**src/rtl/ovf_derand_pkg.sv**
```systemverilog
package ovf_derand_pkg;

    typedef enum logic [2:0] {
        ST_SWEEP,
        ST_IDLE,
        ST_READ,
        ST_UPD,
        ST_PUSH
    } seq_state_e;

    typedef struct packed {
        logic ovr;
        logic full;
    } derand_flags_t;

    function automatic int sweep_span(input int aw, input int depth);
        int ncnt;
        ncnt = 1 << aw;
        return (ncnt > depth) ? ncnt : depth;
    endfunction

endpackage

```
**src/rtl/ovf_strobe_edge.sv**
```systemverilog
module ovf_strobe_edge (
    input  logic clk,
    input  logic rst,
    input  logic strobe_n,
    output logic fall
);
    logic strobe_q;

    always_ff @(posedge clk) begin
        if (rst) strobe_q <= 1'b1;
        else     strobe_q <= strobe_n;
    end

    assign fall = strobe_q & ~strobe_n;
endmodule

```
**src/rtl/ovf_cnt_array.sv**
```systemverilog
module ovf_cnt_array #(
    parameter int AW = 8,
    parameter int CW = 3
) (
    input  logic          clk,
    input  logic [AW-1:0] rd_addr,
    output logic [CW-1:0] rd_data,
    input  logic          we,
    input  logic [AW-1:0] wr_addr,
    input  logic [CW-1:0] wr_data
);
    localparam int NCNT = 1 << AW;

    logic [CW-1:0] mem [NCNT];

    // registered, read-first port: a read and a write to the same word
    // in one cycle return the old value
    always_ff @(posedge clk) begin
        rd_data <= mem[rd_addr];
        if (we) mem[wr_addr] <= wr_data;
    end
endmodule

```
**src/rtl/ovf_fifo_bank.sv**
```systemverilog
module ovf_fifo_bank #(
    parameter int DW = 4,
    parameter int EW = 8
) (
    input  logic          clk,
    input  logic          wr_en,
    input  logic [DW-1:0] wr_idx,
    input  logic [EW-1:0] wr_data,
    input  logic          clr_en,
    input  logic [DW-1:0] clr_idx,
    output logic [EW-1:0] rd_data
);
    localparam int NENT = 1 << DW;

    logic [EW-1:0] mem [NENT];

    // a drain reads the old word and zeroes it in one cycle; a push to the
    // same slot in that cycle wins over the zero
    always_ff @(posedge clk) begin
        if (clr_en) begin
            rd_data      <= mem[clr_idx];
            mem[clr_idx] <= '0;
        end
        if (wr_en) mem[wr_idx] <= wr_data;
    end
endmodule

```
**src/rtl/ovf_derand_ctrl.sv**
```systemverilog
module ovf_derand_ctrl
    import ovf_derand_pkg::*;
#(
    parameter int AW    = 8,
    parameter int DEPTH = 16,
    parameter int CW    = 3
) (
    input  logic                     clk,
    input  logic                     rst,
    input  logic                     cmd_init,
    input  logic                     init_bank,
    input  logic                     evt_fall,
    input  logic [AW-1:0]            evt_addr,
    output logic                     evt_ack,
    input  logic                     cnt_rd,
    input  logic [AW-1:0]            cnt_rd_addr,
    input  logic [CW-1:0]            cnt_q,
    output logic [AW-1:0]            cnt_raddr,
    output logic                     cnt_we,
    output logic [AW-1:0]            cnt_waddr,
    output logic [CW-1:0]            cnt_wdata,
    output logic                     cnt_valid,
    input  logic                     drain_rd,
    input  logic                     drain_bank,
    input  logic                     cmd_drain_rst,
    output logic [1:0]               fifo_we,
    output logic [$clog2(DEPTH)-1:0] fifo_widx,
    output logic [AW-1:0]            fifo_wdata,
    output logic [1:0]               fifo_clr,
    output logic [$clog2(DEPTH)-1:0] fifo_clr_idx,
    output logic                     drain_valid,
    output logic                     drain_sel,
    output logic                     act_bank,
    output logic [$clog2(DEPTH):0]   fill_level,
    output logic                     buf_full,
    output logic                     overrun
);
    localparam int DW       = $clog2(DEPTH);
    localparam int SWEEP_N  = sweep_span(AW, DEPTH);
    localparam int SW_W     = $clog2(SWEEP_N);
    localparam logic [DW:0]     FILL_MAX = (DW+1)'(DEPTH);
    localparam logic [SW_W-1:0] SW_LAST  = SW_W'(SWEEP_N - 1);

    seq_state_e    st_q;
    derand_flags_t flg_q;
    logic [AW-1:0]   ev_addr_q;
    logic [SW_W-1:0] sweep_idx;
    logic            act_q;
    logic [DW:0]     wp_q [2];
    logic [DW-1:0]   rp_q;

    logic accept_evt, accept_crd, accept_drn, carry, full_eff, push_ok;

    assign evt_ack    = (st_q == ST_IDLE);
    assign accept_evt = evt_ack && evt_fall && !cmd_init;
    assign accept_crd = evt_ack && !evt_fall && cnt_rd && !cmd_init;
    assign accept_drn = drain_rd && !cmd_drain_rst && !cmd_init;
    assign carry      = (cnt_q == '1);
    // an acknowledgment arriving in the same cycle as a fill counts
    assign full_eff   = flg_q.full && !cmd_drain_rst;
    assign push_ok    = !flg_q.ovr && (wp_q[act_q] < FILL_MAX);

    // counter array port steering
    always_comb begin
        cnt_raddr = (st_q == ST_READ) ? ev_addr_q : cnt_rd_addr;
        cnt_we    = 1'b0;
        cnt_waddr = ev_addr_q;
        cnt_wdata = '0;
        case (st_q)
            ST_SWEEP: begin
                cnt_we    = 1'b1;
                cnt_waddr = sweep_idx[AW-1:0];
            end
            ST_UPD: begin
                cnt_we    = 1'b1;
                cnt_wdata = cnt_q + CW'(1);
            end
            ST_IDLE: begin
                if (accept_crd) begin
                    cnt_we    = 1'b1;
                    cnt_waddr = cnt_rd_addr;
                end
            end
            default: ;
        endcase
    end

    // bank write and clear steering
    always_comb begin
        fifo_we      = 2'b00;
        fifo_widx    = wp_q[act_q][DW-1:0];
        fifo_wdata   = ev_addr_q;
        fifo_clr     = 2'b00;
        fifo_clr_idx = rp_q;
        if (st_q == ST_SWEEP) begin
            fifo_we    = 2'b11;
            fifo_widx  = sweep_idx[DW-1:0];
            fifo_wdata = '0;
        end else if (st_q == ST_PUSH && push_ok) begin
            fifo_we[act_q] = 1'b1;
        end
        if (accept_drn) fifo_clr[drain_bank] = 1'b1;
    end

    always_ff @(posedge clk) begin
        if (rst || cmd_init) begin
            st_q        <= ST_SWEEP;
            sweep_idx   <= '0;
            act_q       <= rst ? 1'b0 : init_bank;
            wp_q[0]     <= '0;
            wp_q[1]     <= '0;
            flg_q       <= '0;
            rp_q        <= '0;
            ev_addr_q   <= '0;
            cnt_valid   <= 1'b0;
            drain_valid <= 1'b0;
            drain_sel   <= 1'b0;
        end else begin
            cnt_valid   <= accept_crd;
            drain_valid <= accept_drn;
            if (accept_drn) drain_sel <= drain_bank;

            if (cmd_drain_rst) begin
                rp_q       <= '0;
                flg_q.full <= 1'b0;
            end else if (accept_drn) begin
                rp_q <= rp_q + DW'(1);
            end

            case (st_q)
                ST_SWEEP: begin
                    sweep_idx <= sweep_idx + SW_W'(1);
                    if (sweep_idx == SW_LAST) st_q <= ST_IDLE;
                end
                ST_IDLE: begin
                    if (accept_evt) begin
                        ev_addr_q <= evt_addr;
                        st_q      <= ST_READ;
                    end
                end
                ST_READ: st_q <= ST_UPD;
                ST_UPD:  st_q <= carry ? ST_PUSH : ST_IDLE;
                ST_PUSH: begin
                    st_q <= ST_IDLE;
                    if (push_ok) begin
                        if (wp_q[act_q] == FILL_MAX - (DW+1)'(1)) begin
                            wp_q[act_q] <= FILL_MAX;
                            if (!full_eff) begin
                                act_q        <= ~act_q;
                                wp_q[~act_q] <= '0;
                                flg_q.full   <= 1'b1;
                            end else begin
                                flg_q.ovr <= 1'b1;
                            end
                        end else begin
                            wp_q[act_q] <= wp_q[act_q] + (DW+1)'(1);
                        end
                    end
                end
                default: st_q <= ST_IDLE;
            endcase
        end
    end

    assign act_bank   = act_q;
    assign fill_level = wp_q[act_q];
    assign buf_full   = flg_q.full;
    assign overrun    = flg_q.ovr;
endmodule

```
**src/rtl/ovf_derand_counter.sv**
```systemverilog
module ovf_derand_counter #(
    parameter int AW    = 8,
    parameter int DEPTH = 16,
    parameter int CW    = 3
) (
    input  logic                   clk,
    input  logic                   rst,
    input  logic                   cmd_init,
    input  logic                   init_bank,
    input  logic                   evt_strobe_n,
    input  logic [AW-1:0]          evt_addr,
    output logic                   evt_ack,
    input  logic                   cnt_rd,
    input  logic [AW-1:0]          cnt_rd_addr,
    output logic [CW-1:0]          cnt_data,
    output logic                   cnt_valid,
    input  logic                   drain_rd,
    input  logic                   drain_bank,
    input  logic                   cmd_drain_rst,
    output logic [AW-1:0]          drain_data,
    output logic                   drain_valid,
    output logic                   act_bank,
    output logic [$clog2(DEPTH):0] fill_level,
    output logic                   buf_full,
    output logic                   overrun
);
    localparam int DW = $clog2(DEPTH);

    logic          evt_fall;
    logic [AW-1:0] cnt_raddr, cnt_waddr;
    logic          cnt_we;
    logic [CW-1:0] cnt_wdata;
    logic [1:0]    fifo_we, fifo_clr;
    logic [DW-1:0] fifo_widx, fifo_clr_idx;
    logic [AW-1:0] fifo_wdata;
    logic [AW-1:0] bank_q [2];
    logic          drain_sel;

    ovf_strobe_edge edge_i (
        .clk      (clk),
        .rst      (rst),
        .strobe_n (evt_strobe_n),
        .fall     (evt_fall)
    );

    ovf_cnt_array #(.AW(AW), .CW(CW)) cnt_i (
        .clk     (clk),
        .rd_addr (cnt_raddr),
        .rd_data (cnt_data),
        .we      (cnt_we),
        .wr_addr (cnt_waddr),
        .wr_data (cnt_wdata)
    );

    for (genvar g = 0; g < 2; g++) begin : g_bank
        ovf_fifo_bank #(.DW(DW), .EW(AW)) bank_i (
            .clk     (clk),
            .wr_en   (fifo_we[g]),
            .wr_idx  (fifo_widx),
            .wr_data (fifo_wdata),
            .clr_en  (fifo_clr[g]),
            .clr_idx (fifo_clr_idx),
            .rd_data (bank_q[g])
        );
    end

    ovf_derand_ctrl #(.AW(AW), .DEPTH(DEPTH), .CW(CW)) ctrl_i (
        .clk           (clk),
        .rst           (rst),
        .cmd_init      (cmd_init),
        .init_bank     (init_bank),
        .evt_fall      (evt_fall),
        .evt_addr      (evt_addr),
        .evt_ack       (evt_ack),
        .cnt_rd        (cnt_rd),
        .cnt_rd_addr   (cnt_rd_addr),
        .cnt_q         (cnt_data),
        .cnt_raddr     (cnt_raddr),
        .cnt_we        (cnt_we),
        .cnt_waddr     (cnt_waddr),
        .cnt_wdata     (cnt_wdata),
        .cnt_valid     (cnt_valid),
        .drain_rd      (drain_rd),
        .drain_bank    (drain_bank),
        .cmd_drain_rst (cmd_drain_rst),
        .fifo_we       (fifo_we),
        .fifo_widx     (fifo_widx),
        .fifo_wdata    (fifo_wdata),
        .fifo_clr      (fifo_clr),
        .fifo_clr_idx  (fifo_clr_idx),
        .drain_valid   (drain_valid),
        .drain_sel     (drain_sel),
        .act_bank      (act_bank),
        .fill_level    (fill_level),
        .buf_full      (buf_full),
        .overrun       (overrun)
    );

    assign drain_data = drain_sel ? bank_q[1] : bank_q[0];
endmodule

```
**config.mk**
```make
export PLATFORM = sky130hd
export DESIGN_NAME = ovf_derand_counter
export DESIGN_NICKNAME = d
export VERILOG_FILES = /design/src/rtl/ovf_derand_pkg.sv /design/src/rtl/ovf_strobe_edge.sv /design/src/rtl/ovf_cnt_array.sv /design/src/rtl/ovf_fifo_bank.sv /design/src/rtl/ovf_derand_ctrl.sv /design/src/rtl/ovf_derand_counter.sv
export SDC_FILE = /design/constraint.sdc
export NUM_CORES = 2
export LEC_CHECK = 0
export BUFFER_PORTS_ARGS = -buffer_cell sky130_fd_sc_hd__clkbuf_2
export CAP_MARGIN = 20
export CORE_ASPECT_RATIO = 1.1
export CORE_MARGIN = 2
export CORE_UTILIZATION = 41
export DETAILED_ROUTE_END_ITERATION = 10
export PLACE_DENSITY = 0.58
export RECOVER_POWER = 25
export SKIP_CTS_REPAIR_TIMING = 1
export SLEW_MARGIN = 10
export SYNTH_ARGS = -nofsm -noshare
export SYNTH_HDL_FRONTEND = slang
export SYNTH_SLANG_ARGS = --single-unit
```
**constraint.sdc**
```tcl
create_clock -name clk -period 8.35 [get_ports clk]
set_clock_uncertainty 0.1 [all_clocks]
set_input_delay 2.505 -clock clk [delete_from_list [all_inputs] [get_ports clk]]
set_output_delay 2.505 -clock clk [all_outputs]
set_load 0.1 [all_outputs]
```
==> PnR_summary.wiki <==
{| class="wikitable"
! Metric !! Value
|-
| Sequential share of power || ~52%
|-
| Initial antenna violation count || 6
|-
| Upper clock frequency limit || ~150 MHz
|-
| Number of buffers on the longest clock path || 3
|-
| Sinks on the clock net || ~1.1k
|-
| Cell taking the most area after synthesis || edfxtp_1
|-
| Width of the chip || 323 um
|-
| Final Instance Area || between 0.05 and 0.06 mm2
|-
| Portion of the post-synthesis area used by sequential elements || a little over two thirds
|-
| Number of max-capacitance violations reported || 7
|-
| Number of non-filler instances in the completed layout || roughly 5.0k
|-
| Yosys warns || 0
|-
| Number of primary I/O pins || 47
|-
| Cell types with the highest counts after synthesis || edfxtp_1, nor2_1, nand2_1
|-
| Fraction of power consumed by combinational cells || under 10%
|-
| Global placement routability congestion || 0.899
|-
| Nets || about 3.5k
|-
| Worst slack at placement || 2.01 ns
|-
| Slew Limit Headroom || -210%
|-
| Crit path arrival time || 6.56 ns
|-
| Largest net degree at the start of global routing || around 150
|-
| Critical-path top delay cell || and2_0
|-
| Worst-case vdd ir drop || roughly 0.17 mV
|-
| Initial core utilization || around two fifths
|-
| DRC || 0
|-
| Clock-pin slew on the worst setup and hold paths || 0.06 ns
|-
| Diodes inserted || 0
|-
| Max FO, Critical Path || 64
|-
| Fraction of final layout cells with drive strength greater than 1 || approximately an eighth
|-
| Num CTS Buffers || between 100 and 150
|-
| Failing checks || max-capacitance violations, max-slew violations
|-
| Launching element type of the critical path || register
|-
| Std-Cell Rows || 128
|-
| Via count of the first global-routing pass || between 20k and 30k
|-
| Global-route wire length before repair || around 190 mm
|-
| Gr usage total || around 23%
|-
| Number of endpoints with negative hold slack in the final report || 0
|-
| Final count of negative-setup-slack endpoints || 0
|-
| Synth top area share || about two thirds
|-
| Hold/Removal Path Class || register to register
|-
| Antenna-violating nets left || 0
|-
| Crit path capture type || register
|-
| Area of the placeable core || around 0.11 mm2
|-
| Routed wire length || 134 mm
|-
| Number of instances in the placed design || roughly 4.8k
|-
| Syn Nets || approximately 3.4k
|-
| Post-Route Hold Slack || roughly 0.36 ns
|-
| Result of the run || finished, violations left
|-
| First-iteration detailed-routing DRC count || between 3k and 4k
|-
| Power per standard cell area || ~220 mW/mm2
|-
| Post-Syn Area || 0.0458 mm2
|-
| Clock period minus worst slack || approximately 6.5 ns
|-
| Die Y || roughly 350 um
|-
| CTS H-Tree Depth || 3
|-
| Synthesis-stage register bit count || approximately 1.1k
|-
| Psw || about 2.5 mW
|-
| Most used standard cell by instance count after synthesis || edfxtp_1
|-
| Transition time at the pin with the least slew margin || 4.65 ns
|-
| Part of the cycle the worst path needs || between 70% and 80%
|-
| Internal || a little under 9 mW
|-
| Total of buffers placed on input and output ports || 46
|-
| Sw Share || roughly 22%
|-
| Global-route met3 utilization || ~4%
|-
| Drt pass-1 iters || 6
|-
| Critical Path RT || around 8.4 ns
|-
| Chain of cells forming the critical path || nand2b_4 -> nor2_1 -> and2_0 -> clkbuf_1
|-
| Number of flops mapped to enable cells by yosys || 1041
|-
| Vias post-DR || ~29k
|-
| Unrepaired setup endpoints after global routing || no
|-
| Proportion of register bits with asynchronous set or reset after synthesis || 0%
|-
| Post-route worst setup slack || around 1.9 ns
|-
| Number of distinct library cells after synthesis || 74
|-
| Cell at the root of the clock tree || clkbuf_16
|-
| Post-DP Area || approximately 0.048 mm2
|-
| Setup TNS after final layout || 0 ns
|-
| Dominant register cell in the synthesized netlist || edfxtp_1
|-
| Top post-synthesis cells by area || edfxtp_1, mux4_2, nor2_1
|-
| Post-DP HPWL || about 85 mm
|-
| Aggregate global routing overflow || 0
|-
| Max Transition Viols Final || about 380
|-
| M1 GR Usage || 31.0%
|-
| WL/cell || roughly 27 um
|-
| Via count normalized by instance count || roughly 5.7
|-
| Insertion delay of the later-clocked pin in the worst-skew pair || 0.71 ns
|-
| Share of total power in the clock network || between 40% and 50%
|-
| Maximum cell stage delay along the critical path || between 2 and 3 ns
|-
| GR met2 Demand/Resource || between 30% and 40%
|-
| Synthesized instance count || 3388
|-
| Leakage Power || around 16 nW
|-
| Clock tree from TritonCTS || yes
|-
| # fillers || about 10k
|-
| Mean post-synth cell area || around 14 um2
|-
| Type of the worst setup path || register to register
|-
| Busiest grt layer || met2
|-
| Die ar. || roughly 0.11 mm2
|-
| P&R area growth vs syn || 12.3%
|}
[critical path: cells and delay by family, from the launching register on]
family                 cells  cell delay, ns
buffers and inverters      1            1.77
DFF                        1            0.69
and+or+nand+nor            3            3.30
[metal layers]
metal / share of wire (%) / wire [um]
met1: 41 / 54100
met2: 49 / 64900
met3: 7.0 / 9400
met4: 3.9 / 5170
met5: 0.025 / 33
[power groups by stage]
stage | Sequential [mW] | Clock, mW | Combinational (mW)
finish | 5.91 | 4.90 | 0.470
global route | 5.91 | 5.17 | 0.493
CTS | 5.91 | 4.96 | 0.466
detailed placement | 6.02 | 0 | 0.466
global placement | 6.02 | 0 | 0.463
floorplan | 6.03 | 0 | 0.281
[flip-flops by register name, indices dropped and copies added (netlist names), 4 cells and up, named ones only]
| signal | flops |
|---|---|
| ctrl_i.sweep_idx | 8 |
| g_bank.bank_i.mem | 256 |
| g_bank.bank_i.rd_data | 16 |
| ctrl_i.wp_q | 10 |
| cnt_i.mem | 768 |
| ctrl_i.fifo_clr_idx | 4 |
| ctrl_i.ev_addr_q | 8 |
[final timing paths]
path | from | endpoint | slack, ns | cells after the start
setup / recovery | ctrl_i.st_q[0]$_SDFFE_PN0P_ | cnt_i.mem[77][2]$_DFFE_PP_ | 1.85 | 4
hold / removal | ctrl_i.wp_q[1][3]$_SDFFE_PP0P_ | ctrl_i.wp_q[1][3]$_SDFFE_PP0P_ | 0.36 | 2
setup reg to reg | ctrl_i.st_q[0]$_SDFFE_PN0P_ | cnt_i.mem[77][2]$_DFFE_PP_ | 1.85 | 4
hold reg to reg | ctrl_i.wp_q[1][3]$_SDFFE_PP0P_ | ctrl_i.wp_q[1][3]$_SDFFE_PP0P_ | 0.36 | 2
[layout make-up]
type	count	area, um2	share of cell area [%]
repair buffers	157	1120	2.19
multi-input cells	2048	12600	24.4
inverters	38	143	0.277
flip-flops and latches	1084	32100	62.5
clock buffers	146	3010	5.86
clock inverters	64	569	1.11
well taps	1495	1870	3.64
[layout by cell type, fill, tap and decap left out, types with 42 or more instances in the layout]
cell type  synthesis  layout
a21oi_1           96      95
buf_4             16      99
nand3_1          147     147
clkbuf_2           0      43
clkbuf_16          0     113
a211oi_1          51      51
mux2i_1          161     158
dfxtp_1           43      42
edfxtp_1        1041    1041
o21ai_0           57      57
nand2_1          504     503
nor2_1           575     575
mux4_2            97      97
[per-stage QoR]
step	power [mW]	util, %
global placement	6.49	43.2
floorplan	6.31	-
finish	11.3	46.4
CTS	11.3	46.4
global route	11.6	46.4
detailed placement	6.49	43.2
[cells by family after synthesis]
family                   Yosys count  synth area share (%)
AND/OR/NAND/NOR                 1375                  12.6
flip-flops                      1084                  70.2
AO/OA/AOI/OAI                    382                  5.56
multiplexers                     272                  8.65
buffers and inverters            256                  2.61
XOR/XNOR                          10                 0.191
adder cells (fa/ha/maj)            9                 0.246
(Power assumes the default switching activity.)
